**src/rtl/sys_ctrl_pkg.sv**
```systemverilog
package sys_ctrl_pkg;
  localparam int XLEN       = 32;
  localparam int CODE_W     = 5;
  localparam int IDX_STATUS = 12;
  localparam int IDX_CAUSE  = 13;
  localparam int IDX_EPC    = 14;
  localparam int SWI_LO     = 8;
  localparam int SWI_HI     = 9;
  localparam logic [XLEN-1:0]   CAUSE_RO_MASK = 32'h0000_FC00;
  localparam logic [CODE_W-1:0] CODE_INT      = 5'd0;
  localparam logic [CODE_W-1:0] CODE_SYS      = 5'd8;

  typedef enum logic [1:0] {
    OP_IDLE,
    OP_WRITE,
    OP_POP,
    OP_ENTER
  } ctrl_op_e;
endpackage

```
**src/rtl/sys_ctrl_swi.sv**
```systemverilog
module sys_ctrl_swi
  import sys_ctrl_pkg::*;
(
  input  logic            clk,
  input  logic            rst_n,
  input  logic            arm,
  input  logic [XLEN-1:0] status_q,
  input  logic [XLEN-1:0] cause_q,
  output logic            fire
);
  logic pend_q;
  logic pend_d;

  always_comb begin
    pend_d = arm;
  end

  always_ff @(posedge clk or negedge rst_n) begin
    if (!rst_n) pend_q <= 1'b0;
    else        pend_q <= pend_d;
  end

  assign fire = pend_q & status_q[0] &
                (|(status_q[SWI_HI:SWI_LO] & cause_q[SWI_HI:SWI_LO]));

  // a check is only armed by a write, so a fire never runs two cycles back to back
  assert_swi_single_R9: assert property (@(posedge clk) disable iff (!rst_n)
    fire |=> !fire);
endmodule

```
**src/rtl/sys_ctrl_update.sv**
```systemverilog
module sys_ctrl_update
  import sys_ctrl_pkg::*;
#(
  parameter int ADDR_W = 5
) (
  input  logic              wr_en,
  input  logic [ADDR_W-1:0] wr_addr,
  input  logic [XLEN-1:0]   wr_data,
  input  logic              rfe_en,
  input  logic              sys_req,
  input  logic              swi_fire,
  input  logic [XLEN-1:0]   exc_pc,
  input  logic              in_delay,
  input  logic [XLEN-1:0]   status_q,
  input  logic [XLEN-1:0]   cause_q,
  output logic              gen_we,
  output logic              st_we,
  output logic [XLEN-1:0]   st_d,
  output logic              ca_we,
  output logic [XLEN-1:0]   ca_d,
  output logic              epc_we,
  output logic [XLEN-1:0]   epc_d,
  output logic              arm,
  output logic              exc_taken,
  output logic [CODE_W-1:0] exc_code
);
  ctrl_op_e          op;
  logic [XLEN-1:0]   status_enter;
  logic [XLEN-1:0]   status_pop;
  logic [XLEN-1:0]   cause_enter;
  logic              hit_status;
  logic              hit_cause;

  // fixed precedence among the four operations
  always_comb begin
    if (sys_req || swi_fire) op = OP_ENTER;
    else if (rfe_en)         op = OP_POP;
    else if (wr_en)          op = OP_WRITE;
    else                     op = OP_IDLE;
  end

  assign exc_taken    = (op == OP_ENTER);
  assign exc_code     = sys_req ? CODE_SYS : CODE_INT;
  assign hit_status   = (wr_addr == ADDR_W'(IDX_STATUS));
  assign hit_cause    = (wr_addr == ADDR_W'(IDX_CAUSE));
  assign status_enter = {status_q[XLEN-1:6], status_q[3:0], 2'b00};
  assign status_pop   = {status_q[XLEN-1:4], status_q[5:2]};
  assign cause_enter  = {in_delay, cause_q[XLEN-2:7], exc_code, cause_q[1:0]};

  always_comb begin
    gen_we = 1'b0;
    st_we  = 1'b0;
    st_d   = status_q;
    ca_we  = 1'b0;
    ca_d   = cause_q;
    epc_we = 1'b0;
    epc_d  = exc_pc;
    arm    = 1'b0;
    case (op)
      OP_ENTER: begin
        st_we  = 1'b1;
        st_d   = status_enter;
        ca_we  = 1'b1;
        ca_d   = cause_enter;
        epc_we = 1'b1;
      end
      OP_POP: begin
        st_we = 1'b1;
        st_d  = status_pop;
      end
      OP_WRITE: begin
        if (hit_status) begin
          st_we = 1'b1;
          st_d  = wr_data;
          arm   = 1'b1;
        end else if (hit_cause) begin
          ca_we = 1'b1;
          ca_d  = wr_data & ~CAUSE_RO_MASK;
          arm   = 1'b1;
        end else begin
          gen_we = 1'b1;
        end
      end
      default: ;
    endcase
  end
endmodule

```
**src/rtl/sys_ctrl_regfile.sv**
```systemverilog
module sys_ctrl_regfile
  import sys_ctrl_pkg::*;
#(
  parameter int ADDR_W = 5
) (
  input  logic              clk,
  input  logic              rst_n,
  input  logic              gen_we,
  input  logic [ADDR_W-1:0] gen_addr,
  input  logic [XLEN-1:0]   gen_data,
  input  logic              st_we,
  input  logic [XLEN-1:0]   st_d,
  input  logic              ca_we,
  input  logic [XLEN-1:0]   ca_d,
  input  logic              epc_we,
  input  logic [XLEN-1:0]   epc_d,
  input  logic [ADDR_W-1:0] rd_addr,
  output logic [XLEN-1:0]   rd_data,
  output logic [XLEN-1:0]   status_q,
  output logic [XLEN-1:0]   cause_q,
  output logic [XLEN-1:0]   epc_q
);
  localparam int NREGS = 1 << ADDR_W;

  logic [XLEN-1:0] words [NREGS];

  for (genvar g = 0; g < NREGS; g++) begin : g_word
    logic            en;
    logic [XLEN-1:0] d;
    logic [XLEN-1:0] q;
    logic            gen_hit;

    assign gen_hit = gen_we && (gen_addr == ADDR_W'(g));

    if (g == IDX_STATUS) begin : g_status
      assign en = st_we;
      assign d  = st_d;
    end else if (g == IDX_CAUSE) begin : g_cause
      assign en = ca_we;
      assign d  = ca_d;
    end else if (g == IDX_EPC) begin : g_epc
      assign en = epc_we | gen_hit;
      assign d  = epc_we ? epc_d : gen_data;
    end else begin : g_plain
      assign en = gen_hit;
      assign d  = gen_data;
    end

    always_ff @(posedge clk or negedge rst_n) begin
      if (!rst_n)  q <= '0;
      else if (en) q <= d;
    end

    assign words[g] = q;
  end

  assign rd_data  = words[rd_addr];
  assign status_q = words[IDX_STATUS];
  assign cause_q  = words[IDX_CAUSE];
  assign epc_q    = words[IDX_EPC];

  assert_gen_store_R3: assert property (@(posedge clk) disable iff (!rst_n)
    gen_we && !epc_we |=> words[$past(gen_addr)] == $past(gen_data));

  assert_cause_hole_R5: assert property (@(posedge clk) disable iff (!rst_n)
    cause_q[15:10] == 6'd0);
endmodule

```
**src/rtl/sys_ctrl_regs.sv**
```systemverilog
module sys_ctrl_regs
  import sys_ctrl_pkg::*;
#(
  parameter int ADDR_W = 5
) (
  input  logic              clk,
  input  logic              rst_n,
  input  logic              wr_en,
  input  logic [ADDR_W-1:0] wr_addr,
  input  logic [XLEN-1:0]   wr_data,
  input  logic [ADDR_W-1:0] rd_addr,
  output logic [XLEN-1:0]   rd_data,
  input  logic              rfe_en,
  input  logic              sys_req,
  input  logic [XLEN-1:0]   exc_pc,
  input  logic              in_delay,
  output logic              exc_taken,
  output logic [CODE_W-1:0] exc_code
);
  logic            gen_we, st_we, ca_we, epc_we, arm, swi_fire;
  logic [XLEN-1:0] st_d, ca_d, epc_d;
  logic [XLEN-1:0] status_q, cause_q, epc_q;

  sys_ctrl_swi u_swi (
    .clk      (clk),
    .rst_n    (rst_n),
    .arm      (arm),
    .status_q (status_q),
    .cause_q  (cause_q),
    .fire     (swi_fire)
  );

  sys_ctrl_update #(.ADDR_W(ADDR_W)) u_update (
    .wr_en     (wr_en),
    .wr_addr   (wr_addr),
    .wr_data   (wr_data),
    .rfe_en    (rfe_en),
    .sys_req   (sys_req),
    .swi_fire  (swi_fire),
    .exc_pc    (exc_pc),
    .in_delay  (in_delay),
    .status_q  (status_q),
    .cause_q   (cause_q),
    .gen_we    (gen_we),
    .st_we     (st_we),
    .st_d      (st_d),
    .ca_we     (ca_we),
    .ca_d      (ca_d),
    .epc_we    (epc_we),
    .epc_d     (epc_d),
    .arm       (arm),
    .exc_taken (exc_taken),
    .exc_code  (exc_code)
  );

  sys_ctrl_regfile #(.ADDR_W(ADDR_W)) u_regs (
    .clk      (clk),
    .rst_n    (rst_n),
    .gen_we   (gen_we),
    .gen_addr (wr_addr),
    .gen_data (wr_data),
    .st_we    (st_we),
    .st_d     (st_d),
    .ca_we    (ca_we),
    .ca_d     (ca_d),
    .epc_we   (epc_we),
    .epc_d    (epc_d),
    .rd_addr  (rd_addr),
    .rd_data  (rd_data),
    .status_q (status_q),
    .cause_q  (cause_q),
    .epc_q    (epc_q)
  );

  assert_pop_stack_R6: assert property (@(posedge clk) disable iff (!rst_n)
    rfe_en && !exc_taken |=>
      status_q[XLEN-1:4] == $past(status_q[XLEN-1:4]) &&
      status_q[3:0] == $past(status_q[5:2]));

  assert_sys_now_R7: assert property (@(posedge clk) disable iff (!rst_n)
    sys_req |-> exc_taken && exc_code == CODE_SYS);

  assert_sys_record_R7: assert property (@(posedge clk) disable iff (!rst_n)
    sys_req |=> cause_q[6:2] == CODE_SYS && epc_q == $past(exc_pc) &&
                cause_q[XLEN-1] == $past(in_delay));

  assert_enter_push_R8: assert property (@(posedge clk) disable iff (!rst_n)
    exc_taken |=> status_q[5:0] == {$past(status_q[3:0]), 2'b00});

  assert_swi_cond_R9: assert property (@(posedge clk) disable iff (!rst_n)
    exc_taken && !sys_req |->
      status_q[0] && (|(status_q[SWI_HI:SWI_LO] & cause_q[SWI_HI:SWI_LO])));
endmodule

```
**config.mk**
```make
export PLATFORM = sky130hd
export DESIGN_NAME = sys_ctrl_regs
export DESIGN_NICKNAME = d
export VERILOG_FILES = /design/src/rtl/sys_ctrl_pkg.sv /design/src/rtl/sys_ctrl_swi.sv /design/src/rtl/sys_ctrl_update.sv /design/src/rtl/sys_ctrl_regfile.sv /design/src/rtl/sys_ctrl_regs.sv
export SDC_FILE = /design/constraint.sdc
export NUM_CORES = 1
export LEC_CHECK = 0
export BUFFER_PORTS_ARGS = -buffer_cell sky130_fd_sc_hd__buf_2
export CAP_MARGIN = 20
export CORE_ASPECT_RATIO = 0.8
export CORE_MARGIN = 1.5
export CORE_UTILIZATION = 35
export DETAILED_ROUTE_END_ITERATION = 12
export PLACE_DENSITY = 0.59
export RECOVER_POWER = 50
export SLEW_MARGIN = 20
export SYNTH_ARGS = -nofsm -noshare
export SYNTH_HDL_FRONTEND = slang
export SYNTH_SLANG_ARGS = --single-unit
```
**constraint.sdc**
```tcl
create_clock -name clk -period 2.92 [get_ports clk]
set_clock_uncertainty 0.1 [all_clocks]
set_input_delay 0 -clock clk [delete_from_list [all_inputs] [get_ports clk]]
set_output_delay 0 -clock clk [all_outputs]
set_load 0.01 [all_outputs]
```
==> impl_metrics.py, run 1 <==
metrics = {
    "worst_setup_path": {
        "critPathMostFrequentCell": "buf_4",
        "max_stage_delay_ns": 0.39,
        "setup.worst_path.start_class": "flop",
        "critical_path.max_fanout": 15,
        "cp_cell_sequence": "a22oi_2, nor2_1, buf_4, nor3_2, inv_1, buf_4, ha_4, buf_16, buf_2",
        "crit_type": "flop to primary output",
        "crit-reg2reg-launch": "u_regs.status_q[9]",
        "crit_slowest_cell": "dfrtp_1",
        "startpoint": "u_regs.status_q[9]",
        "cp-end-kind": "primary output",
        "worstPathArrival_ns": 2.70,
        "worst_ep_required_time_ns": 2.82,
    },
    "logic_synthesis": {
        "synth_enable_flop_cells": 0,
        "dominant_combinational_cell_family_by_area_after_synthesis": "multiplexers",
        "ys_dominant_reg_cell": "dfrtp_1",
        "synth.area.mux_share": 0.364,
        "synth_compound_gate_area_share": 0.0290,
        "yosys_warnings": 0,
        "synth.ff_latch_count": 1019,
        "post_synth_instance_area_um2": 46100,
        "yosys.area_share.xor_xnor": 0,
        "synth_adder_area_share": 0.00109,
        "syn_area_per_cell_um2": 15.2,
        "yosysUniqueCellTypes": 41,
        "yosysSeqAreaShare": 0.553,
        "synth_async_sr_flop_share": 1.00,
        "post_synth_and_or_nand_nor_area_fraction": 0.0228,
        "syn-instance-count": 3039,
    },
    "cells_and_area": {
        "nets": 3346,
        "area.growth.synth_to_final_pct": 19.3,
        "layout.filler_cells": 11800,
        "postLayoutCellArea_um2": 55000,
        "proportion_of_layout_cells_with_a_drive_suffix_above_1": 0.505,
        "finish.cell_count_without_fillers": 5091,
        "post-route-util": 0.423,
    },
    "clock_network": {
        "insertion_delay_ns": 0.74,
        "cts_tree": "done",
        "cts.htree.levels": 3,
        "clock_sink_count": 1019,
        "clk_path_buf_depth": 3,
        "clk_transition_reported_paths_ns": 0.06,
        "ctsRootBufferMaster": "clkbuf_16",
        "cts-buffers-inserted": 104,
    },
    "hold_path": {
        "hp-class": "input port to flop",
        "hold_start": "exc_pc[8]",
    },
    "run_status": {
        "result_of_the_run": "finished with violations",
        "violated_checks": "max-capacitance violations, max-slew violations",
    },
    "floorplan": {
        "design.die.area_um2": 134000,
        "core_um2": 130000,
        "die-width_um": 409,
        "top_level_ports": 118,
        "start_util": 0.354,
        "rows": 118,
        "die-height_um": 328,
    },
    "drt": {
        "total_wire_length_after_detailed_routing_mm": 133,
        "route.detailed.drc": 0,
        "first_pass_iters": 7,
        "detailedRoute.firstIterationViolations": 1747,
        "wl_met3_mm": 7.99,
        "drt-met1-wl_mm": 60.9,
        "vias_per_cell": 5.44,
        "vias": 27700,
        "final_antenna_net_count": 0,
        "highest-signal-layer": "met5",
        "wl_met2_mm": 60.3,
        "wl_per_cell_um": 26.1,
    },
    "global_routing": {
        "grt_antenna_before_repair": 7,
        "grt_start_max_net_pins": 113,
        "grt_overflow_total": 0,
        "grt_pass1_wl_mm": 196,
        "first_global_vias": 28900,
        "track_usage": 0.196,
    },
    "timing": {
        "final_max_slew_viol_count": 10,
        "final_hold_viol_count": 0,
        "timing.fmax_mhz": 357,
        "slew_at_the_pin_with_the_worst_max_slew_slack_ns": 2.74,
        "layout_min_cycle_time_ns": 2.80,
        "fin_crit_sh": 0.960,
        "final.hold.worst_slack_ns": 0.0628,
        "timing.max_slew.rel_slack": -0.825,
        "finalSetupViolations": 0,
    },
    "placement": {
        "postPlaceCellArea_um2": 50000,
        "dp_hpwl_mm": 80.1,
        "numPlacedInstances": 4777,
        "routabilityCongestion": 0.774,
        "port_bufs": 113,
    },
    "flow_run": {
        "cap_violations": 1,
    },
    "pwr": {
        "vdd_drop_max_mv": 0.539,
        "cellLeakagePower_nw": 25.6,
        "switching_share_of_power": 0.245,
        "p_sw_mw": 8.40,
        "power.sequential.fraction": 0.473,
        "power_density_nw_per_um2": 622,
        "comb_power_share": 0.114,
        "share_clk_of_total_power": 0.413,
        "internal-power_mw": 25.8,
    },
}
==> cell usage after synthesis, types with 4 or more instances <==
library cell,n,share of area
mux2i_1,94,0.020
dfrtp_1,1019,0.55
nand3_1,7,0.00076
nor2b_1,5,0.00068
clkbuf_1,139,0.011
nand2_1,120,0.0098
inv_1,5,0.00041
nand4_1,7,0.00095
nor2_1,22,0.0018
nor4_1,28,0.0038
nor3_1,6,0.00065
a22oi_1,25,0.0041
nand2b_1,4,0.00054
buf_4,13,0.0021
mux4_2,226,0.11
buf_1,23,0.0019
buf_6,5,0.0012
mux2_1,5,0.0012
a211oi_1,6,0.00098
o21ai_0,71,0.0077
buf_2,117,0.013
o22ai_1,111,0.015
ha_1,4,0.0011
mux2_2,951,0.23
==> power groups by stage <==
stage	sequential, mW	combinational (mW)	clock [mW]
2_1_floorplan	16.2	2.58	0
3_3_place_gp	16.4	3.70	0
3_5_place_dp	16.4	3.78	0
4_1_cts	16.2	3.91	14.5
5_1_grt	16.3	4.22	15.1
6_report	16.2	3.89	14.2
==> area by class of cell <==
| class | instances | area, um^2 | area share |
|---|---|---|---|
| Clock inverter | 32 | 547 | 0.00994 |
| Timing Repair Buffer | 412 | 4100 | 0.0746 |
| Multi-Input combinational cell | 1720 | 19500 | 0.355 |
| Sequential cell | 1019 | 25500 | 0.464 |
| Inverter | 5 | 18.8 | 0.000341 |
| Antenna cell | 4 | 10.0 | 0.000182 |
| Clock buffer | 159 | 3130 | 0.0569 |
| Tap cell | 1740 | 2180 | 0.0396 |
==> cells by family after synthesis <==
| logic type | count (synthesis) |
|---|---|
| fa+ha+maj | 4 |
| mux | 1276 |
| flops | 1019 |
| buf+inv | 303 |
| simple gates | 218 |
| compound gates | 218 |
| other cells | 1 |
==> stage by stage <==
step                      power (mW)  setup slack, ns  setup TNS [ns]
after global routing            35.6         -0.00496        -0.00496
after CTS                       34.6           0.0295               0
final                           34.2            0.117               0
after detailed placement        20.2           -0.180          -15.55
after floorplan                 18.8            0.160               0
after global placement          20.1           -0.291          -40.36
==> critical path, delay by kind of cell, from the launching register on <==
kind                       cells  cell delay [ns]
AOI/OAI and AO/OA              1             0.23
buffers and inverters          5             0.85
and+or+nand+nor                2             0.24
DFF                            1             0.39
adders and majority gates      1             0.25
==> path summary, 6_finish.rpt <==
path | slack [ns] | depth (start not counted) | end
max in group asynchronous | 0.30 | 3 | u_regs.g_word[28].q[4]
hold / removal | 0.06 | 4 | u_regs.epc_q[8]
hold reg to reg | 0.37 | 2 | u_regs.cause_q[20]
min in group asynchronous | 1.61 | 3 | u_regs.g_word[28].q[2]
setup reg to reg | 0.13 | 10 | u_regs.g_word[15].q[17]
setup / recovery | 0.12 | 9 | exc_taken
==> layout by cell type, fill, tap and decap left out, types with 3 or more instances in the layout <==
master	count
a211oi_1	6
clkbuf_1	41
clkinv_16	5
dlygate4sd3_1	106
mux2_2	951
mux4_2	226
diode_2	4
bufinv_16	9
buf_4	98
nor2_4	14
nor2_1	8
o21ai_0	71
clkbuf_8	32
nand4_1	7
nor4_1	27
nand3_2	4
o22ai_1	111
buf_12	75
mux2_1	5
clkinv_2	13
buf_2	100
nand2_2	14
nor2b_1	5
nor3_1	5
dfrtp_1	1019
clkbuf_2	4
a22oi_1	24
mux2i_1	94
inv_1	4
conb_1	4
nand2_1	105
clkbuf_16	109
buf_6	3
==> flip-flops by register name, indices dropped and copies added, names as in the netlist <==
register / flops
u_regs.epc_q: 32
u_regs.cause_q: 26
u_regs.g_word.q: 928
u_regs.status_q: 32
u_swi.pend_q: 1
==> metal layers <==
metal  global-route usage  vias to the layer above
met5                    0                        -
met4               0.0553                        2
met3               0.0453                      196
met2                0.299                      684
met1                0.278                    15000
li1                     -                    11800
==> timing repair <==
| item | CTS | global route |
|---|---|---|
| endpoints found under the hold margin | 2038 | 0 |
| cloned | 0 | 6 |
| setup buffers | 1 | 5 |
| endpoints found under the setup margin | 187 | 422 |
| resized for setup | 4 | 8 |
| pin swaps | 1 | 2 |
| hold buffers | 107 | 0 |
Note: power is estimated with default switching activity, not from simulation.
==> run 2: changes to the inputs <==
- GPL_TIMING_DRIVEN: default -> 0
==> impl_metrics.py, run 2 (same netlist as run 1, synthesis figures left out) <==
metrics = {
    "worst_setup_path": {
        "cp_num_cells": 13,
        "cp-end-kind": "flop",
        "crit-reg2reg-capture": "u_regs.g_word[8].q[15]",
        "setup.worst_path.start_class": "flop",
        "startpoint": "u_regs.cause_q[9]",
        "crit-reg2reg-launch": "u_regs.cause_q[9]",
        "cp_num_buf_inv": 5,
        "cp_cell_sequence": "a22oi_2, nor2_4, or3_4, inv_4, ha_4, buf_6, nand2b_4, nor3b_4, buf_6, buf_6, nand2_8, buf_12, mux2_2",
        "worstPathArrival_ns": 3.50,
        "worst_ep_required_time_ns": 3.41,
        "critPathMostFrequentCell": "buf_6",
        "ff2ff_setup_slack_ns": -0.09,
        "critical_path.top_delay_family": "simple AND/OR/NAND/NOR gates",
        "max_stage_delay_ns": 0.39,
        "crit_type": "flop to flop",
        "reg2reg_depth": 13,
        "worstSetupEndpoint": "u_regs.g_word[8].q[15]",
        "crit_slowest_cell": "dfrtp_1",
        "critical_path.max_fanout": 7,
    },
    "placement": {
        "numPlacedInstances": 4904,
        "postPlaceCellArea_um2": 49200,
        "port_bufs": 109,
        "dp_hpwl_mm": 102,
        "place_ws_ns": -0.927,
        "routabilityCongestion": 0.884,
    },
    "timing": {
        "setup_ws_ns": -0.0886,
        "slew_at_the_pin_with_the_worst_max_slew_slack_ns": 1.71,
        "fin_crit_sh": 1.03,
        "finalSetupViolations": 179,
        "timing.max_slew.rel_slack": -0.140,
        "rsz_0062_raised_after_global_routing": "true",
        "totalNegativeSetupSlack_ns": -5.93,
        "layout_min_cycle_time_ns": 3.01,
        "final_hold_viol_count": 99,
        "final_max_slew_viol_count": 182,
        "final.hold.worst_slack_ns": -0.216,
        "timing.fmax_mhz": 332,
    },
    "drt": {
        "first_pass_iters": 7,
        "total_wire_length_after_detailed_routing_mm": 159,
        "final_antenna_net_count": 0,
        "detailedRoute.firstIterationViolations": 3142,
        "highest-signal-layer": "met5",
        "vias_per_cell": 5.68,
        "vias": 29900,
        "route.detailed.drc": 0,
        "wl_met2_mm": 67.1,
        "wl_met3_mm": 14.9,
        "drt-met1-wl_mm": 70.9,
        "wl_per_cell_um": 30.2,
    },
    "cells_and_area": {
        "post-route-util": 0.432,
        "nets": 3537,
        "area.growth.synth_to_final_pct": 21.9,
        "proportion_of_layout_cells_with_a_drive_suffix_above_1": 0.506,
        "largest_reg_by_ff_count": "u_regs.g_word.q",
        "finish.cell_count_without_fillers": 5275,
        "max_reg_flops": 928,
        "postLayoutCellArea_um2": 56200,
        "final_common_cell": "dfrtp_1",
        "layout.filler_cells": 11700,
        "mostFrequentLayoutCells": "1,019 x dfrtp_1, 951 x mux2_2, 226 x mux4_2",
    },
    "global_routing": {
        "grt_overflow_total": 0,
        "track_usage": 0.234,
        "grt_start_max_net_pins": 133,
        "grt_antenna_before_repair": 9,
        "grt_pass1_wl_mm": 225,
        "first_global_vias": 30300,
    },
    "pwr": {
        "cellLeakagePower_nw": 26.2,
        "power_density_nw_per_um2": 606,
        "totalPowerFinal_mw": 34.1,
        "vdd_drop_max_mv": 0.752,
    },
    "flow_run": {
        "cap_violations": 2,
    },
    "floorplan": {
        "core_um2": 130000,
        "rows": 118,
        "design.die.area_um2": 134000,
        "die-height_um": 328,
        "die-width_um": 409,
        "top_level_ports": 118,
        "start_util": 0.354,
    },
    "hold_path": {
        "hp-class": "input port to asynchronous set/reset pin",
    },
    "clock_network": {
        "cts-buffers-inserted": 103,
        "holdBufCountCts": 106,
        "clock_sink_count": 1019,
        "cts.htree.levels": 3,
        "clk_transition_reported_paths_ns": 0.06,
        "insertion_delay_ns": 0.71,
        "clk_path_buf_depth": 3,
        "cts_tree": "done",
        "ctsRootBufferMaster": "clkbuf_16",
    },
    "run_status": {
        "violated_checks": "negative hold slack, max-capacitance violations, max-slew violations, negative setup slack",
        "result_of_the_run": "finished with violations",
    },
}
-- run 2: cell types whose count changed in the layout (fill, tap and decap cells not counted), moves of 7 or more --
cell and change:
buf_12 -21, clkbuf_1 +89, buf_2 +55, clkbuf_8 -7
buf_16 +10, buf_8 +13, nand2_2 -7, buf_4 -36
buf_6 +44, clkbuf_2 +22
-- run 2: where the power goes --
group	switching, mW	total, mW	internal (mW)
clock network	5.91	13.7	7.82
registers	0.706	16.2	15.5
logic	2.03	4.13	2.10
total	8.64	34.1	25.4
-- run 2: what timing repair did --
action,4_1_cts,5_1_grt
endpoints found under the hold margin,1310,99
cloned,6,12
setup buffers,44,18
gates resized for setup,290,154
pin swaps,19,9
setup endpoints to repair,1039,1004
-- run 2: area by class of cell --
class | count | area [um^2] | area share
well taps | 1740 | 2180 | 0.0387
inverters | 5 | 21.3 | 0.000379
clock inverters | 30 | 412 | 0.00733
clock buffers | 154 | 3040 | 0.0541
plain buffers | 295 | 2390 | 0.0425
multi-input cells | 1720 | 19700 | 0.351
repair buffers | 309 | 2950 | 0.0525
diodes | 3 | 7.51 | 0.000134
flip-flops and latches | 1019 | 25500 | 0.454
-- run 2: worst min-delay path by stage --
stage,start,endpoint,slack (ns),cells past startpoint
final,rst_n,u_regs.g_word[5].q[13],-0.22,2
after global routing,rst_n,u_regs.epc_q[13],-0.17,2
after CTS,rst_n,u_regs.g_word[19].q[13],-0.21,2
after detailed placement,rst_n,u_regs.g_word[5].q[13],-0.07,1
after global placement,exc_pc[30],u_regs.epc_q[30],0.11,3
after floorplan,rst_n,u_regs.cause_q[0],-0.40,0
-- run 2: metal layers --
layer,up-vias,track usage
met4,4,0.0809
met1,16200,0.342
li1,12100,-
met5,-,0
met2,1279,0.333
met3,309,0.0627
==> run 3: changes to the inputs <==
- CELL_PAD_IN_SITES_DETAIL_PLACEMENT: default -> 1
- CELL_PAD_IN_SITES_GLOBAL_PLACEMENT: default -> 1
- PLACE_DENSITY: 0.59 -> 0.66
- SYNTH_HIERARCHICAL: default -> 1
==> impl_metrics.py, run 3 <==
metrics = {
    "logic_synthesis": {
        "synth_async_sr_flop_share": 1.00,
        "synth_enable_flop_cells": 0,
        "yosys_warnings": 6,
        "syn_area_per_cell_um2": 13.2,
        "synth_commonest_cells": "1,025 x dfrtp_1, 1,011 x mux2_2, 551 x mux2i_1",
        "synth.ff_latch_count": 1025,
        "synth_top_area_share": 0.528,
        "post_synth_main_area_contributors": "dfrtp_1 53%, mux2_2 23%, mux2i_1 11%",
        "syn-instance-count": 3675,
        "post_synth_instance_area_um2": 48600,
        "ys_dominant_reg_cell": "dfrtp_1",
        "yosysSeqAreaShare": 0.528,
        "netlist.top_cell.by_area": "dfrtp_1",
        "synth_most_common_cell": "dfrtp_1",
        "yosysUniqueCellTypes": 43,
    },
    "worst_setup_path": {
        "ff2ff_setup_slack_ns": -0.25,
        "critical_path.max_fanout": 6,
        "startpoint": "u_regs/status_q[9]",
        "worstSetupEndpoint": "u_regs/g_word[24].q[12]",
        "cp-end-kind": "flop",
        "cp_cell_sequence": "a22oi_2, nor2_4, or4b_4, nor2_4, buf_12, nand4b_1, or3_4, buf_12, mux2_4",
        "reg2reg_depth": 9,
        "worst_ep_required_time_ns": 3.39,
        "worstPathArrival_ns": 3.64,
        "crit_type": "flop to flop",
        "crit-reg2reg-launch": "u_regs/status_q[9]",
        "crit-reg2reg-capture": "u_regs/g_word[24].q[12]",
        "max_stage_delay_ns": 0.56,
        "setup.worst_path.start_class": "flop",
        "crit_slowest_cell": "or3_4",
    },
    "global_routing": {
        "grt_pass1_wl_mm": 236,
        "first_global_vias": 34200,
        "grt_overflow_total": 0,
        "track_usage": 0.226,
        "grt_antenna_before_repair": 12,
        "grt_start_max_net_pins": 133,
    },
    "floorplan": {
        "design.die.area_um2": 141000,
        "core_um2": 138000,
        "top_level_ports": 118,
        "start_util": 0.352,
        "die-width_um": 420,
        "rows": 122,
        "die-height_um": 336,
    },
    "cells_and_area": {
        "largest_reg_by_ff_count": "u_regs/g_word.q",
        "postLayoutCellArea_um2": 59300,
        "layout.filler_cells": 14200,
        "area.growth.synth_to_final_pct": 22.0,
        "multi_input_area_um2": 21900,
        "mostFrequentLayoutCells": "1,025 x dfrtp_1, 929 x mux2_2, 549 x mux2i_1",
        "nets": 4146,
        "proportion_of_layout_cells_with_a_drive_suffix_above_1": 0.391,
        "max_reg_flops": 928,
        "seq_area_um2": 25600,
        "final_common_cell": "dfrtp_1",
    },
    "clock_network": {
        "cts_tree": "done",
        "clk_path_buf_depth": 3,
        "ctsRootBufferMaster": "clkbuf_16",
        "clock_sink_count": 1025,
        "clk_transition_reported_paths_ns": 0.06,
        "insertion_delay_ns": 0.70,
        "cts.htree.levels": 3,
        "cts-buffers-inserted": 112,
    },
    "drt": {
        "final_antenna_net_count": 0,
        "total_wire_length_after_detailed_routing_mm": 165,
        "first_pass_iters": 5,
        "vias_per_cell": 5.42,
        "wl_per_cell_um": 27.4,
        "route.detailed.drc": 0,
        "vias": 32600,
        "detailedRoute.firstIterationViolations": 2267,
    },
    "timing": {
        "finalSetupViolations": 947,
        "final_max_slew_viol_count": 0,
        "slew_at_the_pin_with_the_worst_max_slew_slack_ns": 1.45,
        "totalNegativeSetupSlack_ns": -98.83,
        "fin_crit_sh": 1.09,
        "setup_ws_ns": -0.254,
        "layout_min_cycle_time_ns": 3.17,
        "timing.fmax_mhz": 315,
        "timing.max_slew.rel_slack": 0.0290,
        "final.hold.worst_slack_ns": 0.0343,
        "final_hold_viol_count": 0,
        "rsz_0062_raised_after_global_routing": "true",
    },
    "pwr": {
        "cellLeakagePower_nw": 28.9,
        "power_density_nw_per_um2": 581,
        "vdd_drop_max_mv": 0.385,
        "totalPowerFinal_mw": 34.4,
    },
    "placement": {
        "postPlaceCellArea_um2": 51600,
        "port_bufs": 80,
        "routabilityCongestion": 0.913,
        "dp_hpwl_mm": 112,
    },
    "flow_run": {
        "cap_violations": 0,
    },
    "hold_path": {
        "hp-class": "input port to flop",
    },
    "run_status": {
        "violated_checks": "negative setup slack",
        "result_of_the_run": "finished with violations",
    },
}
## run 3: cell types whose count changed after synthesis, moves of 64 or more
cell / delta
a21oi_1: +100
a22o_1: +64
a22oi_1: +72
mux2i_1: +457
mux4_2: -226
nand3_1: +93
o22ai_1: -111
## run 3: cell families after synthesis
kind of cell / synth area share
AOI/OAI and AO/OA: 0.0465
buffers and inverters: 0.0369
DFF: 0.528
muxes: 0.355
other: 0.0000772
and+or+nand+nor: 0.0332
## run 3: worst max-delay path: cells and delay by family (launching register included)
| kind | cells | cell delay, ns |
|---|---|---|
| and+or+nand+nor | 5 | 1.62 |
| DFF | 1 | 0.39 |
| buffers and inverters | 2 | 0.35 |
| muxes | 1 | 0.29 |
| AOI/OAI and AO/OA | 1 | 0.28 |
## run 3: how the worst min path moves through the flow
stage               cells after the start       start                      to
global route                            4  exc_pc[13]        u_regs/epc_q[13]
finish                                  4  exc_pc[13]        u_regs/epc_q[13]
detailed placement                      1       rst_n  u_regs/g_word[30].q[9]
global placement                        3  exc_pc[28]        u_regs/epc_q[28]
floorplan                               0       rst_n       u_regs/cause_q[0]
CTS                                     4  exc_pc[24]        u_regs/epc_q[24]
## run 3: repair_timing
action	CTS	global route
buffers inserted	29	19
cloned	8	32
gates resized for setup	256	197
hold buffers	101	0
endpoints found under the setup margin	1008	1110
pin swaps	20	5
endpoints found under the hold margin	707	0
## run 3: cell type report
type	instances	area share
Inverter	3	0.000211
Tap cell	1860	0.0393
Multi-Input combinational cell	2276	0.369
Sequential cell	1025	0.433
Clock buffer	181	0.0569
Antenna cell	10	0.000422
Timing Repair Buffer	277	0.0544
Clock inverter	19	0.00281
Buffer	371	0.0445
## run 3: metal layers
metal / up-vias / part of all wire / global-route usage
met4: 0 / 0.034 / 0.0770
met2: 738 / 0.46 / 0.352
met3: 247 / 0.042 / 0.0342
li1: 14100 / - / -
met1: 17600 / 0.46 / 0.319
met5: - / 0 / 0
## run 3: metrics by stage
step / utilization / cells / setup slack [ns]
after floorplan: - / 3678 / 0.0853
after global placement: 0.372 / 5618 / -21.50
after detailed placement: 0.374 / 5626 / -1.27
after CTS: 0.417 / 5961 / -0.138
after global routing: 0.429 / 6015 / -0.248
final: 0.430 / 6022 / -0.254
## run 3: where the power goes
part	total (mW)	internal, mW	leakage (nW)	switching (mW)
Combinational	4.44	2.04	13.3	2.40
Sequential	16.1	15.4	13.9	0.701
Clock	13.9	8.00	1.74	5.87
